===== config.mk =====
export PLATFORM = sky130hd
export DESIGN_NAME = nor_cmd_readmux
export DESIGN_NICKNAME = d
export VERILOG_FILES = /design/src/rtl/nor_rd_pkg.sv /design/src/rtl/nor_sync.sv /design/src/rtl/nor_cmd_decode.sv /design/src/rtl/nor_status_reg.sv /design/src/rtl/nor_read_mux.sv /design/src/rtl/nor_cmd_readmux.sv
export SDC_FILE = /design/constraint.sdc
export NUM_CORES = 1
export LEC_CHECK = 0
export BUFFER_PORTS_ARGS = -buffer_cell sky130_fd_sc_hd__buf_2
export CORE_MARGIN = 5
export CORE_UTILIZATION = 43
export CTS_BUF_LIST = sky130_fd_sc_hd__clkbuf_4
export DETAILED_ROUTE_END_ITERATION = 8
export GPL_ROUTABILITY_DRIVEN = 1
export MAX_ROUTING_LAYER = met4
export PLACE_DENSITY = 0.81
export SLEW_MARGIN = 10
export SYNTH_ARGS = -nofsm -noshare
export SYNTH_HDL_FRONTEND = slang
export SYNTH_SLANG_ARGS = --single-unit

===== constraint.sdc =====
create_clock -name clk -period 2.49 [get_ports clk]
set_clock_uncertainty 0.1 [all_clocks]
set_input_delay 0.498 -clock clk [delete_from_list [all_inputs] [get_ports clk]]
set_output_delay 0.498 -clock clk [all_outputs]
set_load 0.03 [all_outputs]

===== src/rtl/nor_rd_pkg.sv =====
// Shared types and constants for the flash command read-mode controller.
package nor_rd_pkg;

    localparam int DQ_W = 16;

    typedef enum logic [1:0] {
        RM_ARRAY  = 2'd0,
        RM_IDENT  = 2'd1,
        RM_STATUS = 2'd2
    } rd_mode_t;

    localparam logic [7:0] CMD_ARRAY  = 8'hFF;
    localparam logic [7:0] CMD_IDENT  = 8'h90;
    localparam logic [7:0] CMD_STATUS = 8'h70;
    localparam logic [7:0] CMD_CLEAR  = 8'h50;

    localparam logic [7:0] ID_MFR = 8'hB0;
    localparam logic [7:0] ID_DEV = 8'hE9;

    // Offset inside a block at which its lock bit is reported.
    localparam int LOCK_OFS = 2;

endpackage


===== src/rtl/nor_sync.sv =====
// nor_sync: two-flop synchronizer bank for asynchronous strobes.
// Assumes each bit is an independent level; RST_VAL is the idle level.
module nor_sync #(
    parameter int          W       = 3,
    parameter logic [W-1:0] RST_VAL = '1
) (
    input  logic         clk,
    input  logic         rst_n,
    input  logic [W-1:0] d_async,
    output logic [W-1:0] q
);
    logic [W-1:0] meta;
    logic [W-1:0] stab;

    for (genvar i = 0; i < W; i++) begin : g_bit
        // Two-stage capture of one asynchronous bit.
        always_ff @(posedge clk) begin
            if (!rst_n) begin
                meta[i] <= RST_VAL[i];
                stab[i] <= RST_VAL[i];
            end else begin
                meta[i] <= d_async[i];
                stab[i] <= meta[i];
            end
        end
    end

    assign q = stab;
endmodule


===== src/rtl/nor_cmd_decode.sv =====
// nor_cmd_decode: detects write and read-start edges on the synchronized
// strobes and holds the current read mode.
// Assumes cmd_byte is stable while the synchronized we_n rise is seen.
module nor_cmd_decode
    import nor_rd_pkg::*;
(
    input  logic     clk,
    input  logic     rst_n,
    input  logic     ce_s,
    input  logic     oe_s,
    input  logic     we_s,
    input  logic [7:0] cmd_byte,
    input  logic     wsm_busy,
    input  logic     wsm_susp,
    output rd_mode_t mode_q,
    output logic     cmd_stb,
    output logic     clr_stb,
    output logic     cap_stb
);
    logic we_d;
    logic idle_d;
    logic idle_now;
    logic array_ok;
    rd_mode_t mode_nxt;

    assign idle_now = ce_s & oe_s;
    assign cmd_stb  = we_s & ~we_d & ~ce_s;
    assign cap_stb  = idle_d & ~idle_now;
    assign clr_stb  = cmd_stb & (cmd_byte == CMD_CLEAR);
    assign array_ok = ~wsm_busy | wsm_susp;

    // Delay the strobes by one cycle for edge detection.
    always_ff @(posedge clk) begin
        if (!rst_n) begin
            we_d   <= 1'b1;
            idle_d <= 1'b1;
        end else begin
            we_d   <= we_s;
            idle_d <= idle_now;
        end
    end

    // Pick the next read mode from a decoded command byte.
    always_comb begin
        mode_nxt = mode_q;
        if (cmd_stb) begin
            unique case (cmd_byte)
                CMD_ARRAY:  if (array_ok) mode_nxt = RM_ARRAY;
                CMD_IDENT:  mode_nxt = RM_IDENT;
                CMD_STATUS: mode_nxt = RM_STATUS;
                default:    mode_nxt = mode_q;
            endcase
        end
    end

    // Hold the read mode register.
    always_ff @(posedge clk) begin
        if (!rst_n) mode_q <= RM_ARRAY;
        else        mode_q <= mode_nxt;
    end
endmodule


===== src/rtl/nor_status_reg.sv =====
// nor_status_reg: sticky error flags and the status byte latch.
// Assumes err_set pulses are synchronous to clk; a set beats a clear.
module nor_status_reg #(
    parameter int N_ERR = 4
) (
    input  logic             clk,
    input  logic             rst_n,
    input  logic [N_ERR-1:0] err_set,
    input  logic             clr_stb,
    input  logic             cap_stb,
    input  logic             wsm_busy,
    input  logic             wsm_susp,
    output logic [N_ERR-1:0] err_q,
    output logic [7:0]       sr_latch
);
    logic [7:0] sr_live;

    // Sticky flags: clear first, then OR in new pulses.
    always_ff @(posedge clk) begin
        if (!rst_n) err_q <= '0;
        else        err_q <= (err_q & {N_ERR{~clr_stb}}) | err_set;
    end

    // Assemble the live status byte from the flags and machine levels.
    always_comb begin
        sr_live    = 8'h00;
        sr_live[7] = ~wsm_busy;
        sr_live[6] = wsm_susp;
        sr_live[5] = err_q[3];
        sr_live[4] = err_q[2];
        sr_live[3] = err_q[1];
        sr_live[1] = err_q[0];
    end

    // Freeze the status byte when a read access begins.
    always_ff @(posedge clk) begin
        if (!rst_n)       sr_latch <= 8'h00;
        else if (cap_stb) sr_latch <= sr_live;
    end
endmodule


===== src/rtl/nor_read_mux.sv =====
// nor_read_mux: steers the read bus between array, identifier, lock and
// status sources and applies the byte-wide bus rules.
// Assumes addr is a word address; addr_lsb matters only in byte mode.
module nor_read_mux
    import nor_rd_pkg::*;
#(
    parameter int ADDR_W = 8,
    parameter int BLK_W  = 4,
    localparam int NBLK  = 2 ** (ADDR_W - BLK_W)
) (
    input  rd_mode_t          mode_q,
    input  logic [ADDR_W-1:0] addr,
    input  logic              addr_lsb,
    input  logic              byte_mode,
    input  logic [DQ_W-1:0]   arr_data,
    input  logic [NBLK-1:0]   lock_bits,
    input  logic [7:0]        sr_latch,
    output logic [DQ_W-1:0]   dq_out
);
    logic [7:0]            id_byte;
    logic [DQ_W-1:0]       arr_word;
    logic [BLK_W-1:0]      blk_ofs;
    logic [ADDR_W-BLK_W-1:0] blk_idx;

    assign blk_ofs = addr[BLK_W-1:0];
    assign blk_idx = addr[ADDR_W-1:BLK_W];

    // Identifier space decode; addr_lsb is not consulted here.
    always_comb begin
        id_byte = 8'h00;
        if (addr == ADDR_W'(0))
            id_byte = ID_MFR;
        else if (addr == ADDR_W'(1))
            id_byte = ID_DEV;
        else if (blk_ofs == BLK_W'(LOCK_OFS))
            id_byte = {7'b0, lock_bits[blk_idx]};
    end

    // Array word or selected byte, depending on bus width.
    always_comb begin
        if (byte_mode)
            arr_word = {8'h00, (addr_lsb ? arr_data[15:8] : arr_data[7:0])};
        else
            arr_word = arr_data;
    end

    // Final source select.
    always_comb begin
        unique case (mode_q)
            RM_IDENT:  dq_out = {8'h00, id_byte};
            RM_STATUS: dq_out = {8'h00, sr_latch};
            default:   dq_out = arr_word;
        endcase
    end
endmodule


===== src/rtl/nor_cmd_readmux.sv =====
// nor_cmd_readmux: command interface and read-path steering of an
// asynchronous parallel NOR flash. Strobes are synchronized to clk;
// the write state machine interface is synchronous to clk.
module nor_cmd_readmux
    import nor_rd_pkg::*;
#(
    parameter int ADDR_W = 8,
    parameter int BLK_W  = 4
) (
    input  logic                            clk,
    input  logic                            rst_n,
    input  logic                            ce_n,
    input  logic                            oe_n,
    input  logic                            we_n,
    input  logic [ADDR_W-1:0]               addr,
    input  logic                            addr_lsb,
    input  logic                            byte_mode,
    input  logic [7:0]                      dq_in,
    input  logic                            wsm_busy,
    input  logic                            wsm_susp,
    input  logic [3:0]                      err_set,
    input  logic [2**(ADDR_W-BLK_W)-1:0]    lock_bits,
    input  logic [15:0]                     arr_data,
    output logic [15:0]                     dq_out
);
    logic [2:0] strb_s;
    rd_mode_t   mode_q;
    logic       cmd_stb;
    logic       clr_stb;
    logic       cap_stb;
    logic [3:0] err_q;
    logic [7:0] sr_latch;

    nor_sync #(.W(3), .RST_VAL(3'b111)) u_sync (
        .clk     (clk),
        .rst_n   (rst_n),
        .d_async ({we_n, oe_n, ce_n}),
        .q       (strb_s)
    );

    nor_cmd_decode u_dec (
        .clk      (clk),
        .rst_n    (rst_n),
        .ce_s     (strb_s[0]),
        .oe_s     (strb_s[1]),
        .we_s     (strb_s[2]),
        .cmd_byte (dq_in),
        .wsm_busy (wsm_busy),
        .wsm_susp (wsm_susp),
        .mode_q   (mode_q),
        .cmd_stb  (cmd_stb),
        .clr_stb  (clr_stb),
        .cap_stb  (cap_stb)
    );

    nor_status_reg #(.N_ERR(4)) u_sr (
        .clk      (clk),
        .rst_n    (rst_n),
        .err_set  (err_set),
        .clr_stb  (clr_stb),
        .cap_stb  (cap_stb),
        .wsm_busy (wsm_busy),
        .wsm_susp (wsm_susp),
        .err_q    (err_q),
        .sr_latch (sr_latch)
    );

    nor_read_mux #(.ADDR_W(ADDR_W), .BLK_W(BLK_W)) u_mux (
        .mode_q    (mode_q),
        .addr      (addr),
        .addr_lsb  (addr_lsb),
        .byte_mode (byte_mode),
        .arr_data  (arr_data),
        .lock_bits (lock_bits),
        .sr_latch  (sr_latch),
        .dq_out    (dq_out)
    );
endmodule


==> Word level (Yosys, flattened, before mapping) <==
Cells that the tools add are included.
{ "totals": {"reg_bits": 20, "elab_cells": 47, "inputBits": 61} }
{ "op_classes": {"magnitude_cmp": 1, "n_eq_ne": 9, "reduce_logical": 3, "n_bitwise": 13, "mux": 10} }
{ "op_table": {"columns": ["op", "count"], "rows": [
  ["case mux 16 bit (2 select lines)", 1],
  ["2-to-1 mux 8 bit", 3],
  ["equality test 8 x 7 -> 1 bit (second input constant)", 2],
  ["equality test 8 bit (second input constant)", 2],
  ["2-to-1 mux 16 bit", 1],
  ["equality test 8 x 1 -> 1 bit (second input constant)", 1],
  ["logical NOT 8 bit", 1],
  ["case mux 2 bit (3 select lines)", 1],
  ["AND 1 bit", 5],
  ["less-than comparator 4 x 5 -> 1 bit (second input constant)", 1],
  ["inverter 1 bit", 5],
  ["AND 4 bit", 1],
  ["binary-select mux 1 bit (select 4 bit)", 1],
  ["equality test 4 x 2 -> 1 bit (second input constant)", 1],
  ["OR 4 bit", 1],
  ["AND reduction 3 bit", 1],
  ["nonzero test 3 bit", 1],
  ["equality test 2 x 1 -> 1 bit (second input constant)", 1],
  ["equality test 2 bit (second input constant)", 1],
  ["2-to-1 mux 1 bit", 2],
  ["2-to-1 mux 2 bit", 1],
  ["inequality test 2 x 1 -> 1 bit (second input constant)", 1],
  ["OR 1 bit", 1]
]} }

==> Depth between registers and ports, before layout <==
Gate-level depths: netlist (run 1).
{ "logic_depth": {"word_depth": 7, "ltp_mapped": 6, "depth_no_buf": 6} }

==> Hierarchy <==
A second synthesis (run 1) with hierarchy kept.
{ "unflattened": {"hier_cells": 142, "area_unflattened_um2": 1323.8} }
{ "modules_own_cells": {"columns": ["mod", "cells_per_inst", "seq_area_each_um2", "area_per_inst_um2", "n_inst"], "rows": [
  ["nor_read_mux", 61, 0.0, 494.2, 1],
  ["nor_status_reg", 39, 200.2, 415.4, 1],
  ["nor_cmd_decode", 30, 80.1, 256.5, 1],
  ["nor_sync", 12, 120.1, 157.7, 1]
]} }

==> Worst setup path before layout (run 1) <==
OpenSTA, ideal clock, no wires.
{ "synth_timing": {"path_kind": "input -> output", "startpoint": "in addr[4]", "endpoint": "out dq_out[0]", "path_stages": 5, "t_required_ps": 1892, "slack_ps": -78, "arrival_time_ps": 1970, "cell_sequence": "clkbuf_1 > mux4_2 > mux2_2 > nand3b_1 > nand4_1"} }
{ "synth_via": {"elab_chain_cells": 6} }
{ "synth_rtl": {"columns": ["element", "line_no", "source"], "rows": [
  ["from (decl)", "nor_cmd_readmux.sv:15", "input logic [ADDR_W-1:0] addr,"],
  ["binary-select mux 1 bit (select 4 bit)", "nor_read_mux.sv:36", "id_byte = {7'b0, lock_bits[blk_idx]};"],
  ["2-to-1 mux 1 bit (implied by the code)", "nor_read_mux.sv:36", null],
  ["2-to-1 mux 1 bit", "nor_read_mux.sv:35", "else if (blk_ofs == BLK_W'(LOCK_OFS))"],
  ["2-to-1 mux 8 bit", "nor_read_mux.sv:33", "else if (addr == ADDR_W'(1))"],
  ["2-to-1 mux 8 bit (*)", "nor_read_mux.sv:31", "if (addr == ADDR_W'(0))"],
  ["case mux 16 bit (2 select lines) (*)", "nor_read_mux.sv:49", "unique case (mode_q)"],
  ["to (decl)", "nor_cmd_readmux.sv:24", "output logic [15:0] dq_out"]
]} }
Every way passes the cells marked *; elsewhere a longest branch is shown, timed or not. The select of a mux whose other input is x is not followed.

==> Final worst setup path (run 1) <==
Ends and elaborated chain as after synthesis.

==> out/results.tsv, run 1 <==
metric	value	unit
status	complete, no violations	
Area contributors post-synth	dfxtp_1, mux2_2, mux2i_1	
Non-Filler Instances	243	
CP max-delay cell	mux4_2	
most common library cell in the layout ignoring fill and taps	buf_2	
Reg2Reg Setup Slack	0.69	ns
clock root buffer	clkbuf_4	
DRT Pass-1 Iters	4	
FP Rows	19	
Post-Route WL	3.26	mm
fin crit share	0.970	
number of global-route vias before repair	1197	
Port Buf Inserts	76	
yosys warns	0	
post-DP HPWL	2.65	mm
dpl ws	0.0843	ns
VDD IR max	0.373	mV
Hold Path Origin	ce_n	
Sum Neg Setup Slack	0	ns
share of cells above drive strength 1	0.486	
worst setup path class	input pin to primary output	
Power Density	409	nW/um^2
Post-Syn Nets	198	
Post-DP Area	1610	um^2
CTS Sinks	20	
largest net degree at the start of global routing	21	
clk buf depth	2	
Max Fclk	0.414	GHz
first-pass GRT wire length	5.17	mm
clk_lat worst skew	0.30	ns
Hold Buf Count CTS	0	
GP Congestion	0.776	
CP peak stage delay	0.51	ns
cell count after synthesis	135	
RR Startpoint	u_sync.q[2]	
Worst-path clk slew	0.11	ns
Worst Hold Path Cells	2	
Die ar.	3950	um^2
EDFF count, synth	0	
post-placement cell count	238	
first-iteration detailed-routing DRC count	78	
Yosys top cell area share	0.333	
FFs w/ async S/R, synth	0	
# nets final	276	
max_cap viols	0	
#FFs+latches synth	20	
Seq/Total Area, Yosys	0.333	
CTS tree	done	
gr ovfl total	0	
largest area contributor in the netlist	dfxtp_1	
FF-to-FF path depth	4	
Setup violations, final	0	
initial antenna violation count	0	
design area	1710	um^2
Pins Over Slew Limit	0	
CP cell instances	buf_2 > mux4_2 > mux2_2 > nand3b_1 > nand4_1 > buf_6	
Total Routing Usage GR	0.159	
Post-DRT Antenna Nets	0	
min-delay worst type	input pin to flop	
Hold Path Sink	u_sync.meta[0]	
effective utilization at floorplan	0.443	
slew of the pin with the lowest slew margin	0.355	ns
CP max FO	6	
H-tree depth	1	
Top delay family on crit path	multiplexers	
total clock buffers created by CTS	3	
crit path buf inv count	2	
top-level I/O count	77	
Setup crit end kind	primary output	
vias after detailed routing	1234	
Die H	62.9	um
Yosys cell types	30	
fin worst setup slack	0.0748	ns
Mapped Avg Cell Area	8.90	um^2
max_slew headroom	0.763	
worst endpoint required time	1.89	ns
crit path launch type	input pin	
most used flip-flop cell after synthesis	dfxtp_1	
unrepaired setup endpoints after global routing	false	
mapped cell area	1200	um^2
final hold vios	0	
core box area	2710	um^2
routed vias/inst	5.08	
area growth from synthesis to layout	42.1	%
reg-to-reg endpoint	u_sr.err_q[3]	
Die Width	62.9	um
most frequent cells in the layout	buf_2, nand2_1, dfxtp_1, nor2b_1, and2_1	
critical path arrival	1.82	ns
Hold WS	0.266	ns
fin crit period	2.42	ns
WL/cell	13.4	um
Antenna diodes	0	
LEAKAGE	0.804	nW
DRC	0	
## registers in the layout, indices dropped and copies added, names as in the netlist
name / count
u_dec.idle_d: 1
u_dec.mode_q: 2
u_dec.we_d: 1
u_sr.err_q: 4
u_sr.sr_latch: 6
u_sync.meta: 3
u_sync.q: 3
## worst max-delay path by stage
stage                     cells past startpoint         to            start
after global routing                          6  dq_out[7]  u_dec.mode_q[1]
after CTS                                     7  dq_out[0]  u_dec.mode_q[0]
after global placement                        6  dq_out[0]          addr[4]
final                                         6  dq_out[0]          addr[4]
after floorplan                               5  dq_out[0]          addr[4]
after detailed placement                      6  dq_out[0]          addr[4]
## per-layer routing
metal | up-vias | share of wire | global-route usage
met5 | - | 0 | -
met4 | 0 | 0 | 0.0398
met3 | 0 | 0.097 | 0.0450
met2 | 55 | 0.48 | 0.272
met1 | 547 | 0.43 | 0.184
li1 | 632 | - | -
## logic make-up (layout without fill, tap and decap cells)
| group | Yosys count | in the layout | synth area share |
|---|---|---|---|
| DFF | 20 | 20 | 0.333 |
| AOI/OAI and AO/OA | 20 | 20 | 0.110 |
| and+or+nand+nor | 66 | 66 | 0.312 |
| buffers and inverters | 8 | 85 | 0.0250 |
| adders and majority gates | 2 | 2 | 0.0208 |
| muxes | 19 | 19 | 0.198 |
## synthesized netlist by cell type, drive strengths merged, types with 3 or more instances
cell type  number
nor2b          11
mux4            3
nand3b          3
nand2b          8
clkbuf          5
mux2i           8
nand2          19
a21boi          4
nand3           3
a21oi           7
and2            9
or4             3
mux2            8
inv             3
o21ai           3
dfxtp          20
## cell type report
class | count | area (um^2)
fillers | 243 | 1000
multi-input cells | 107 | 818
repair buffers | 78 | 409
flip-flops and latches | 20 | 403
well taps | 31 | 38.8
clock buffers | 3 | 22.5
inverters | 3 | 11.3
clock inverters | 1 | 3.75
## timing repair
| item | 4_1_cts | 5_1_grt |
|---|---|---|
| setup endpoints to repair | 14 | 14 |
| gates resized for setup | 8 | 9 |
| pin swaps | 2 | 6 |
| setup buffers | 1 | 0 |
| hold endpoints to repair | 0 | 0 |
## through the flow
stage                     power [mW]  utilization
after floorplan                0.462            -
after global placement         0.538        0.594
after detailed placement       0.541        0.594
after CTS                      0.696        0.615
after global routing           0.735        0.630
final                          0.697        0.630
## report_power, final
part | switching [mW] | internal (mW) | total, mW
logic | 0.101 | 0.0987 | 0.200
registers | 0.00687 | 0.336 | 0.342
clock network | 0.0963 | 0.0584 | 0.155
total | 0.205 | 0.493 | 0.697
(Power assumes the default switching activity.)
==> inputs of run 2 (changes only) <==
Settings changed: MAX_ROUTING_LAYER met4 to unset.
==> run 2 against run 1 <==
Effect of this change: non-clock buffer count did not move; sequential share of layout area stayed put; combinational power about the same; die area unchanged; critical path depth is the same; final cell count stayed put; routed wire length shrank 0.31%; largest cell class unchanged.
==> out/results.tsv, run 2 (same netlist as run 1, synthesis figures left out) <==
metric	value	unit	change
status	complete, no violations		
crit path launch type	input pin		
clk buf depth	2		unchanged
first-pass GRT wire length	5.16	mm	-0.14%
fin crit share	0.970		about the same
Die H	62.9	um	unchanged
most frequent cells in the layout	buf_2, nand2_1, dfxtp_1, nor2b_1, and2_1		
initial antenna violation count	0		unchanged
DRT Pass-1 Iters	4		unchanged
min-delay worst type	input pin to flop		
post-DP HPWL	2.65	mm	unchanged
total clock buffers created by CTS	3		unchanged
CP peak stage delay	0.51	ns	about the same
number of global-route vias before repair	1202		+0.42%
WL/cell	13.4	um	-0.31%
LEAKAGE	0.804	nW	unchanged
routed vias/inst	5.08		unchanged
Die ar.	3950	um^2	unchanged
max reg flops	6		unchanged
Largest Register	u_sr.sr_latch		
Die Width	62.9	um	unchanged
Hold Path Origin	ce_n		
Antenna diodes	0		unchanged
fin crit period	2.42	ns	+0.000118 ns
final hold vios	0		unchanged
Pins Over Slew Limit	0		unchanged
share of cells above drive strength 1	0.486		unchanged
clk_lat worst skew	0.30	ns	about the same
CP cell instances	buf_2 > mux4_2 > mux2_2 > nand3b_1 > nand4_1 > buf_6		
Sum Neg Setup Slack	0	ns	unchanged
Port Buf Inserts	76		unchanged
Hold Buf Count CTS	0		unchanged
Setup crit end kind	primary output		
CTS Sinks	20		unchanged
Max Fclk	0.414	GHz	about the same
critical path arrival	1.82	ns	about the same
worst setup path class	input pin to primary output		
gr ovfl total	0		unchanged
# nets final	276		unchanged
most common library cell in the layout ignoring fill and taps	buf_2		
Setup violations, final	0		unchanged
Power Density	408	nW/um^2	about the same
CP max-delay cell	mux4_2		
Post-Route WL	3.25	mm	-0.31%
GP Congestion	0.766		-1.3%
vias after detailed routing	1234		unchanged
first element of the critical path	addr[4]		
slew of the pin with the lowest slew margin	0.355	ns	+0.000124 ns
RR Startpoint	u_sync.q[2]		
first-iteration detailed-routing DRC count	67		-14%
worst endpoint required time	1.89	ns	about the same
max_slew headroom	0.763		about the same
FF+latch area	403	um^2	unchanged
CTS tree	done		
Post-DRT Antenna Nets	0		unchanged
Worst-path clk slew	0.11	ns	about the same
core box area	2710	um^2	unchanged
H-tree depth	1		unchanged
Post-DP Area	1610	um^2	unchanged
Total Routing Usage GR	0.155		-0.00465
top-level I/O count	77		unchanged
max_cap viols	0		unchanged
design area	1710	um^2	unchanged
largest net degree at the start of global routing	21		unchanged
largest registers	u_sr.sr_latch x6, u_sr.err_q x4		
VDD IR max	0.364	mV	-2.2%
FP Rows	19		unchanged
effective utilization at floorplan	0.443		unchanged
multi-input logic area	818	um^2	unchanged
CP max FO	6		unchanged
unrepaired setup endpoints after global routing	false		
area growth from synthesis to layout	42.1	%	unchanged
clock root buffer	clkbuf_4		
DRC	0		unchanged
Fill cells	243		unchanged
## run 2: layer usage
metal | up-vias | part of all wire | global-route usage
li1 | 631 | - | -
met1 | 545 | 0.42 | 0.179
met2 | 56 | 0.47 | 0.273
met3 | 2 | 0.10 | 0.0486
met4 | 0 | 0.0046 | 0.0398
met5 | - | 0 | 0
## run 2: repair_timing
action | 4_1_cts | 5_1_grt
pin swaps | 2 | 6
hold endpoints to repair | 0 | 0
gates resized for setup | 8 | 9
endpoints found under the setup margin | 14 | 14
buffers inserted | 1 | 0
## run 2: metrics by stage
stage / hold WS (ns) / setup WS (ns) / total power [mW] / utilization / instances
2_1_floorplan: 0.286 / 0.0765 / 0.462 / - / 135
3_3_place_gp: 0.288 / 0.106 / 0.538 / 0.594 / 238
3_5_place_dp: 0.294 / 0.0843 / 0.541 / 0.594 / 238
4_1_cts: 0.261 / 0.00339 / 0.696 / 0.615 / 243
5_1_grt: 0.253 / 0.00895 / 0.733 / 0.630 / 243
6_report: 0.266 / 0.0746 / 0.697 / 0.630 / 243
## run 2: layout make-up
class	instances	share of cell area
multi-input combinational	107	0.479
timing repair buffer	78	0.240
sequential	20	0.236
tap	31	0.0227
clock buffer	3	0.0132
inverter	3	0.00660
clock inverter	1	0.00220
## run 2: path summary, 6_finish.rpt
path,endpoint,slack [ns],cells after the start
setup / recovery,dq_out[0],0.07,6
hold / removal,u_sync.meta[0],0.27,2
setup reg to reg,u_sr.err_q[2],0.70,4
hold reg to reg,u_sync.q[2],0.32,1
## run 2: critical path: cells and delay by family
kind | cells | cell delay (ns)
and+or+nand+nor | 2 | 0.19
muxes | 2 | 0.79
buffers and inverters | 2 | 0.34
## run 2: power by group
part | switching (mW) | leakage (nW) | internal (mW)
Sequential | 0.00685 | 0.166 | 0.336
Clock | 0.0958 | 0.0154 | 0.0585
Combinational | 0.101 | 0.623 | 0.0987
Total | 0.204 | 0.804 | 0.493
==> inputs of run 3 (changes only) <==
Settings changed: SETUP_SLACK_MARGIN set to 0.15.
==> run 3 against run 2 <==
Effect of this change: core utilization rose by 1.8 points; non-clock buffer count rose by 3; sequential share of layout area fell by 0.50 points; die area did not move; critical path depth rose by 1; count of clock-buffer cells in the layout did not move.
==> out/results.tsv, run 3 (same netlist as run 1, synthesis figures left out) <==
metric	value	unit	change
status	complete, no violations		
effective utilization at floorplan	0.443		unchanged
FP Rows	19		unchanged
WL/cell	14.1	um	+5.7%
LEAKAGE	0.817	nW	+1.6%
total clock buffers created by CTS	3		unchanged
VDD IR max	0.323	mV	-11%
Setup violations, final	0		unchanged
Post-DP Area	1610	um^2	unchanged
first-pass GRT wire length	5.74	mm	+11%
routed vias/inst	5.26		+3.6%
post-placement cell count	238		unchanged
most common library cell in the layout ignoring fill and taps	buf_2		
Non-Filler Instances	246		+1.2%
Post-DRT Antenna Nets	0		unchanged
initial antenna violation count	0		unchanged
Pins Over Slew Limit	0		unchanged
unrepaired setup endpoints after global routing	true		
min-delay worst type	input pin to flop		
final hold vios	0		unchanged
# nets final	279		+1.1%
fin worst setup slack	0.0744	ns	-0.000255 ns
dpl ws	0.0569	ns	-0.0274 ns
Port Buf Inserts	76		unchanged
reg-to-reg endpoint	u_sr.err_q[3]		
Worst-path clk slew	0.11	ns	about the same
final core occ	0.647		+0.0175
FF-to-FF path depth	4		unchanged
Die Width	62.9	um	unchanged
fin crit period	2.42	ns	+0.000255 ns
max reg flops	6		unchanged
slew of the pin with the lowest slew margin	0.339	ns	-0.0164 ns
FF+latch area	405	um^2	+0.62%
Post-Route WL	3.47	mm	+7.0%
Die H	62.9	um	unchanged
total power draw	0.698	mW	+0.23%
share of cells above drive strength 1	0.493		+0.00717
critical path arrival	1.82	ns	about the same
DRT Pass-1 Iters	4		unchanged
design area	1750	um^2	+2.8%
first-iteration detailed-routing DRC count	88		+31%
max_slew headroom	0.772		+0.00883
core box area	2710	um^2	unchanged
Fill cells	212		-13%
worst setup path class	flop to primary output		
clock root buffer	clkbuf_4		
gr ovfl total	0		unchanged
post-DP HPWL	2.69	mm	+1.3%
Largest Register	u_sr.sr_latch		
Hold WS	0.279	ns	+0.0129 ns
clk buf depth	2		unchanged
RR Startpoint	u_sync.q[2]		
Max Fclk	0.414	GHz	about the same
DRC	0		unchanged
top-level I/O count	77		unchanged
Power Density	398	nW/um^2	-2.5%
Reg2Reg Setup Slack	0.70	ns	about the same
fin crit share	0.970		about the same
CTS tree	done		
most frequent cells in the layout	buf_2, nand2_1, dfxtp_1, nor2b_1, and2_1		
H-tree depth	1		unchanged
vias after detailed routing	1294		+4.9%
largest registers	u_sr.sr_latch x6, u_sr.err_q x4		
Total Routing Usage GR	0.175		+0.0205
max_cap viols	0		unchanged
Hold Buf Count CTS	0		unchanged
crit path launch type	flop		
CP max FO	3		-3
first element of the critical path	u_dec.mode_q[0]		
Worst Setup EP	dq_out[4]		
area growth from synthesis to layout	46.0	%	
Die ar.	3950	um^2	unchanged
clk_lat worst skew	0.29	ns	about the same
worst endpoint required time	1.89	ns	about the same
CTS Sinks	20		unchanged
largest net degree at the start of global routing	21		unchanged
Setup crit end kind	primary output		
Sum Neg Setup Slack	0	ns	unchanged
multi-input logic area	813	um^2	-0.61%
GP Congestion	0.888		+16%
number of global-route vias before repair	1298		+8.0%
Antenna diodes	0		unchanged
run 3: cell type report:
cell class / instances / share of cell area
well taps: 31 / 0.0221
clock inverters: 1 / 0.00214
repair buffers: 81 / 0.262
inverters: 3 / 0.00642
multi-input cells: 107 / 0.464
clock buffers: 3 / 0.0128
flip-flops and latches: 20 / 0.231
run 3: worst min path at each step:
stage,startpoint,depth (start not counted),to
detailed placement,u_sync.meta[2],1,u_sync.q[2]
CTS,oe_n,2,u_sync.meta[1]
floorplan,u_sync.meta[0],1,u_sync.q[0]
global placement,u_sync.meta[2],1,u_sync.q[2]
global route,oe_n,2,u_sync.meta[1]
finish,oe_n,2,u_sync.meta[1]
run 3: power breakdown:
group / switching (mW) / internal, mW
clock network: 0.0904 / 0.0583
registers: 0.00674 / 0.335
logic: 0.104 / 0.104
total: 0.201 / 0.497
run 3: worst max-delay path, cell delays in order (launching register included):
cell     delay [ns]
dfxtp_2        0.34
buf_4          0.13
ha_2           0.17
nor4b_4        0.13
and3_4         0.15
buf_6          0.11
a221o_1        0.36
buf_6          0.15
run 3: what timing repair did:
action,in CTS,in global routing
pin swaps,7,4
setup buffers,3,1
setup endpoints to repair,14,14
resized for setup,22,5
run 3: per-layer routing:
layer / track usage / wire [um]
met5: 0 / 0
met4: 0.0610 / 21
met3: 0.0665 / 383
met2: 0.316 / 1800
met1: 0.184 / 1260
